File: src/rtl/pkey_pkg.sv
package pkey_pkg;
  localparam int ADDR_W = 12;
  localparam int DATA_W = 32;
  localparam int NTGT   = 4;

  localparam logic [ADDR_W-1:0] KEY_ADDR = 12'h100;
  localparam logic [7:0] KEY_B0 = 8'h59;
  localparam logic [7:0] KEY_B1 = 8'h16;
  localparam logic [7:0] KEY_B2 = 8'h88;

  // index 0 at the right
  localparam logic [NTGT-1:0][ADDR_W-1:0] TGT_ADDR =
    {12'h200, 12'h024, 12'h018, 12'h008};
  localparam logic [NTGT-1:0][DATA_W-1:0] TGT_MASK =
    {32'hFFFF_FFBF, 32'hFFFF_FFFF, 32'h0000_00AF, 32'h0000_0003};

  typedef enum logic [1:0] {
    KS_IDLE = 2'd0,
    KS_ONE  = 2'd1,
    KS_TWO  = 2'd2,
    KS_OPEN = 2'd3
  } key_state_e;
endpackage

File: src/rtl/pkey_rst_sync.sv
module pkey_rst_sync (
  input  logic clk,
  input  logic rst_n,
  output logic rst_n_sync
);
  logic [1:0] stg_q;

  always_ff @(posedge clk or negedge rst_n) begin
    if (!rst_n) stg_q <= 2'b00;
    else        stg_q <= {stg_q[0], 1'b1};
  end

  assign rst_n_sync = stg_q[1];
endmodule

File: src/rtl/pkey_seq_fsm.sv
module pkey_seq_fsm
  import pkey_pkg::*;
(
  input  logic       clk,
  input  logic       rst_n,
  input  logic       key_wr,
  input  logic       other_wr,
  input  logic [7:0] key_byte,
  output logic       open
);
  key_state_e st_q, st_d;
  logic       st_en;

  // the state moves only on a bus write
  assign st_en = key_wr | other_wr;

  always_comb begin
    st_d = st_q;
    if (key_wr) begin
      unique case (st_q)
        KS_IDLE: st_d = (key_byte == KEY_B0) ? KS_ONE : KS_IDLE;
        KS_ONE:  st_d = (key_byte == KEY_B1) ? KS_TWO :
                        (key_byte == KEY_B0) ? KS_ONE : KS_IDLE;
        KS_TWO:  st_d = (key_byte == KEY_B2) ? KS_OPEN :
                        (key_byte == KEY_B0) ? KS_ONE : KS_IDLE;
        KS_OPEN: st_d = KS_IDLE;
        default: st_d = KS_IDLE;
      endcase
    end else if (other_wr && st_q != KS_OPEN) begin
      st_d = KS_IDLE;
    end
  end

  always_ff @(posedge clk or negedge rst_n) begin
    if (!rst_n)     st_q <= KS_IDLE;
    else if (st_en) st_q <= st_d;
  end

  assign open = (st_q == KS_OPEN);
endmodule

File: src/rtl/pkey_wr_filter.sv
module pkey_wr_filter
  import pkey_pkg::*;
#(
  parameter int N  = NTGT,
  parameter int AW = ADDR_W,
  parameter int DW = DATA_W
) (
  input  logic                 open,
  input  logic [AW-1:0]        addr,
  input  logic [DW-1:0]        wdata,
  input  logic                 we,
  input  logic [N-1:0][DW-1:0] cur,
  output logic [N-1:0]         tgt_we,
  output logic [DW-1:0]        tgt_wdata
);
  logic [N-1:0]         hit;
  logic [N-1:0][DW-1:0] merged;

  for (genvar i = 0; i < N; i++) begin : g_tgt
    localparam logic [DW-1:0] M    = TGT_MASK[i];
    localparam bit            FULL = (M == {DW{1'b1}});
    assign hit[i]    = we && (addr == TGT_ADDR[i]);
    assign merged[i] = open ? wdata : ((wdata & ~M) | (cur[i] & M));
    if (FULL) begin : g_full
      assign tgt_we[i] = hit[i] & open;
    end else begin : g_part
      assign tgt_we[i] = hit[i];
    end
  end

  always_comb begin
    tgt_wdata = wdata;
    for (int i = 0; i < N; i++) begin
      if (hit[i]) tgt_wdata = merged[i];
    end
  end
endmodule

File: src/rtl/prot_key_guard.sv
module prot_key_guard
  import pkey_pkg::*;
(
  input  logic                    clk,
  input  logic                    rst_n,
  input  logic [ADDR_W-1:0]       bus_addr,
  input  logic [DATA_W-1:0]       bus_wdata,
  input  logic                    bus_we,
  output logic [DATA_W-1:0]       bus_rdata,
  output logic                    unlocked,
  input  logic [NTGT-1:0][DATA_W-1:0] tgt_cur,
  output logic [NTGT-1:0]         tgt_we,
  output logic [DATA_W-1:0]       tgt_wdata
);
  logic rst_n_s;
  logic key_hit;

  pkey_rst_sync u_rst (
    .clk        (clk),
    .rst_n      (rst_n),
    .rst_n_sync (rst_n_s)
  );

  assign key_hit = (bus_addr == KEY_ADDR);

  pkey_seq_fsm u_fsm (
    .clk      (clk),
    .rst_n    (rst_n_s),
    .key_wr   (bus_we & key_hit),
    .other_wr (bus_we & ~key_hit),
    .key_byte (bus_wdata[7:0]),
    .open     (unlocked)
  );

  pkey_wr_filter u_flt (
    .open      (unlocked),
    .addr      (bus_addr),
    .wdata     (bus_wdata),
    .we        (bus_we),
    .cur       (tgt_cur),
    .tgt_we    (tgt_we),
    .tgt_wdata (tgt_wdata)
  );

  assign bus_rdata = key_hit ? {{(DATA_W-1){1'b0}}, unlocked} : '0;
endmodule

File: config.mk
export PLATFORM = sky130hd
export DESIGN_NAME = prot_key_guard
export DESIGN_NICKNAME = d
export VERILOG_FILES = /design/src/rtl/pkey_pkg.sv /design/src/rtl/pkey_rst_sync.sv /design/src/rtl/pkey_seq_fsm.sv /design/src/rtl/pkey_wr_filter.sv /design/src/rtl/prot_key_guard.sv
export SDC_FILE = /design/constraint.sdc
export NUM_CORES = 1
export LEC_CHECK = 0
export ABC_AREA = 1
export BUFFER_PORTS_ARGS = -buffer_cell sky130_fd_sc_hd__buf_4
export CORE_AREA = 2 2 95 97
export CTS_BUF_LIST = sky130_fd_sc_hd__clkbuf_16
export DETAILED_ROUTE_END_ITERATION = 7
export DIE_AREA = 0 0 97 99
export PLACE_DENSITY = 0.71
export SYNTH_ARGS = -nofsm -noshare
export SYNTH_HDL_FRONTEND = slang
export SYNTH_HIERARCHICAL = 1
export SYNTH_SLANG_ARGS = --single-unit
File: constraint.sdc
create_clock -name clk -period 1.75 [get_ports clk]
set_clock_uncertainty 0.05 [all_clocks]
set_input_delay 0.0875 -clock clk [delete_from_list [all_inputs] [get_ports clk]]
set_output_delay 0.0875 -clock clk [all_outputs]
set_load 0.03 [all_outputs]
==> summary.log <==
[grt] number of global-route vias before repair 3283
[setup_path] top fanout value on the critical path 7
[cts] later-pin clock latency in the skew report 0.22 ns
[logic_synthesis] combined area of all synthesized cells 0.00220 mm²
[cts] CTS Root Buffer Type sky130_fd_sc_hd__clkbuf_16
[setup_path] Top delay family on crit path buffers and inverters
[final_layout] layout overhead on the synthesized area 83.2%
[logic_synthesis] top cell type's share of synthesized area 23.2%
[logic_synthesis] gate count of the mapped netlist 429
[logic_synthesis] Avg Inst Size Synth 5.14 µm²
[final_layout] Final Instance Area 0.00404 mm²
[die] DIE WIDTH 97 µm
[grt] global-route total usage across every layer 17.9%
[route] ratio of routed vias to standard cells 4.72
[route] routed length per instance 13.4 µm
[grt] global-route wire length before repair 14.7 mm
[timing] maximum clock frequency 0.540 GHz
[final_layout] Final nets 769
[setup_path] slowest cell on the critical path sky130_fd_sc_hd__dfrtp_1
[setup_path] reg2reg path depth 7
[run_status] run status complete, but fails checks
[setup_path] logic depth of the worst path, buffers included 10
[cts] total clock sinks 4
[logic_synthesis] count of cell types in the netlist 29
[final_layout] register area 100 µm²
[final_layout] most frequent standard cell in the layout excluding fill and tap cells sky130_fd_sc_hd__buf_4
[placed_design] number of buffers inserted by port buffering 155
[cts] CTS buffer count 3
[timing] Max Slew Vio Count 0
[route] vias after detailed routing 3306
[final_layout] footprint of the multi-input gates 0.00186 mm²
[route] number of nets still failing antenna checks after routing 0
[setup_path] worst path arrival time 1.71 ns
[cts] Clock Pin Slew Worst Setup and Hold Paths 0.03 ns
[placed_design] Final Wtd Congestion 0.886
[cts] number of H-tree levels 1
[timing] final-report setup violation count 28
[timing] unrepaired setup endpoints after global routing yes
[route] number of design-rule violations left by the first detailed-router iteration 140
[power] largest vdd supply drop 0.795 mV
[final_layout] commonest cells after routing, fill and taps aside sky130_fd_sc_hd__buf_4, sky130_fd_sc_hd__nand2_1, sky130_fd_sc_hd__inv_1
[run] Max Cap Violations 0
[logic_synthesis] cell types occupying the most area after synthesis sky130_fd_sc_hd__nand2_1, sky130_fd_sc_hd__buf_4, sky130_fd_sc_hd__inv_1, sky130_fd_sc_hd__o21ai_1, sky130_fd_sc_hd__o211ai_1
[power] power density cells 284 mW/mm²
[placed_design] dpl cell area 0.00352 mm²
[setup_path] worst stage delay on the critical path 0.38 ns
[run_status] failing checks negative setup slack
[placed_design] post-placement setup slack 0.0620 ns
[final_layout] number of fill cells in the layout 841
[cts] deepest clock path buffer count 2
[die] die area 0.00960 mm²
[grt] maximum number of pins on one net before global-route repair 48
[route] # DRC 0
[setup_path] Worst Setup End Kind primary output
[setup_path] Worst Setup Start Kind flop
[hold_path] Worst Hold Class primary input to async pin
[route] Pre-Repair DR Iteration Count 4
[die] IO Count 244
[logic_synthesis] Syn. warnings 6
[final_layout] Final Instance Count excl. Fillers 700
[timing] endpoints failing hold 0
[final_layout] share of post-route cells with drive strength above 1 44.4%
[placed_design] detailed placement HPWL 6.58 mm
[die] y dimension of the die 99 µm
[timing] Setup TNS -1.33 ns
[logic_synthesis] fraction of the yosys area taken by sequential cells 4.54%
[logic_synthesis] #FFs+latches synth 4
[die] Core Rows 34
[power] leakage power summed over all cells 2.16 nW
[timing] worst-case setup margin in the final layout -0.102 ns
[power] Design Power 1.15 mW
[timing] fraction of the cycle the final worst path needs 106%
[setup_path] worst path buffer plus inverter count 6
[setup_path] worst path required time 1.61 ns
[placed_design] number of cells in the design after placement 684
[cts] CTS tree yes
[setup_path] ordered list of cells on the worst path nand2_2 > inv_2 > inv_2 > buf_12 > nand3_4 > buf_6 > buf_16 > o21ai_4 > o21ai_2 > buf_6
[die] starting utilization of the core area 25.8%
[die] area of the core 0.00855 mm²
[final_layout] antenna cells 0
[timing] final critical path time including I/O delays and setup 1.85 ns
[setup_path] slack of the worst reg-to-reg path 0.55 ns
[logic_synthesis] library cell occupying the most area in the post-synthesis netlist sky130_fd_sc_hd__nand2_1
[route] wirelength, routed 9.38 mm
[grt] initial antenna violation count 0
[grt] grt ovf 0
[setup_path] Setup CP Type flop to primary output
-- cells in the mapped netlist --
library cell                 n
sky130_fd_sc_hd__conb_1      2
sky130_fd_sc_hd__dfrtp_1     4
sky130_fd_sc_hd__a21oi_1     6
sky130_fd_sc_hd__inv_1      67
sky130_fd_sc_hd__nand3_1    18
sky130_fd_sc_hd__nor2_4      4
sky130_fd_sc_hd__nor2_1     29
sky130_fd_sc_hd__nor2_2      8
sky130_fd_sc_hd__buf_6       3
sky130_fd_sc_hd__buf_4      35
sky130_fd_sc_hd__nor3_4      1
sky130_fd_sc_hd__o21ai_1    50
sky130_fd_sc_hd__buf_2       4
sky130_fd_sc_hd__inv_2       3
sky130_fd_sc_hd__nand3_2     3
sky130_fd_sc_hd__nand3_4     1
sky130_fd_sc_hd__nand2_2     1
sky130_fd_sc_hd__o21ai_0     1
sky130_fd_sc_hd__nor2b_1     1
sky130_fd_sc_hd__nor3_2      1
sky130_fd_sc_hd__clkbuf_2    1
sky130_fd_sc_hd__o211ai_1   27
sky130_fd_sc_hd__nor4_2      1
sky130_fd_sc_hd__and2_1      2
sky130_fd_sc_hd__nand2_1   136
sky130_fd_sc_hd__nand4_1    11
sky130_fd_sc_hd__clkbuf_1    7
sky130_fd_sc_hd__a21boi_1    1
sky130_fd_sc_hd__nor3_1      1
-- metrics by stage --
step	hold WS [ns]	util (%)
after global placement	-0.180	41.2
after floorplan	-0.258	-
after detailed placement	-0.178	41.2
final	0.141	47.2
after global routing	0.154	47.2
after CTS	0.137	46.5
-- per-layer routing --
layer / share of wire [%] / global-route usage, %
met5: 0 / 0
met4: 1.0 / 3.14
met3: 7.4 / 2.62
met2: 52 / 34.5
met1: 39 / 21.3
-- logic make-up after synthesis --
group                  share of synthesized area (%)
AOI/OAI and AO/OA                               22.5
and+or+nand+nor                                 44.9
other                                          0.341
buffers and inverters                           27.7
DFF                                             4.54
-- path summary, 6_finish.rpt --
| kind | start | to |
|---|---|---|
| setup / recovery | u_fsm/st_q[1] | tgt_wdata[4] |
| hold / removal | rst_n | u_rst/stg_q[0] |
| setup reg to reg | u_fsm/st_q[1] | u_fsm/st_q[0] |
| hold reg to reg | u_rst/stg_q[0] | u_rst/stg_q[1] |
| max in group asynchronous | u_rst/stg_q[1] | u_fsm/st_q[0] |
| min in group clk | bus_wdata[5] | u_fsm/st_q[0] |
-- worst reg2reg max path: stages (launching register included) --
cell and delay, ns:
sky130_fd_sc_hd__dfrtp_1 0.36, sky130_fd_sc_hd__nand2_2 0.08, sky130_fd_sc_hd__inv_2 0.06, sky130_fd_sc_hd__buf_4 0.17
sky130_fd_sc_hd__buf_16 0.20, sky130_fd_sc_hd__nor2_2 0.05, sky130_fd_sc_hd__nand3_1 0.07, sky130_fd_sc_hd__nand2_1 0.05
-- where the power goes --
| part | switching (mW) | internal, mW | total, mW | leakage [nW] |
|---|---|---|---|---|
| clock network | 0.0568 | 0.291 | 0.348 | 0.0370 |
| registers | 0.000557 | 0.0955 | 0.0961 | 0.0513 |
| logic | 0.384 | 0.321 | 0.704 | 2.08 |
-- flip-flops by register name (all words and copies together) (netlist names) --
name	cells
u_fsm/st_q	2
u_rst/stg_q	2
-- what timing repair did --
item / CTS / global route
cloned: 5 / 1
hold endpoints to repair: 4 / 0
hold buffers: 2 / 0
pin swaps: 2 / 18
endpoints found under the setup margin: 32 / 33
buffers inserted: 8 / 1
gates resized for setup: 44 / 37
-- area by class of cell --
class	count	share of cell area, %
inverter	70	6.51
tap	108	3.35
timing repair buffer	180	39.7
sequential	4	2.48
clock buffer	3	1.86
multi-input combinational	335	46.1
(Power assumes the default switching activity.)
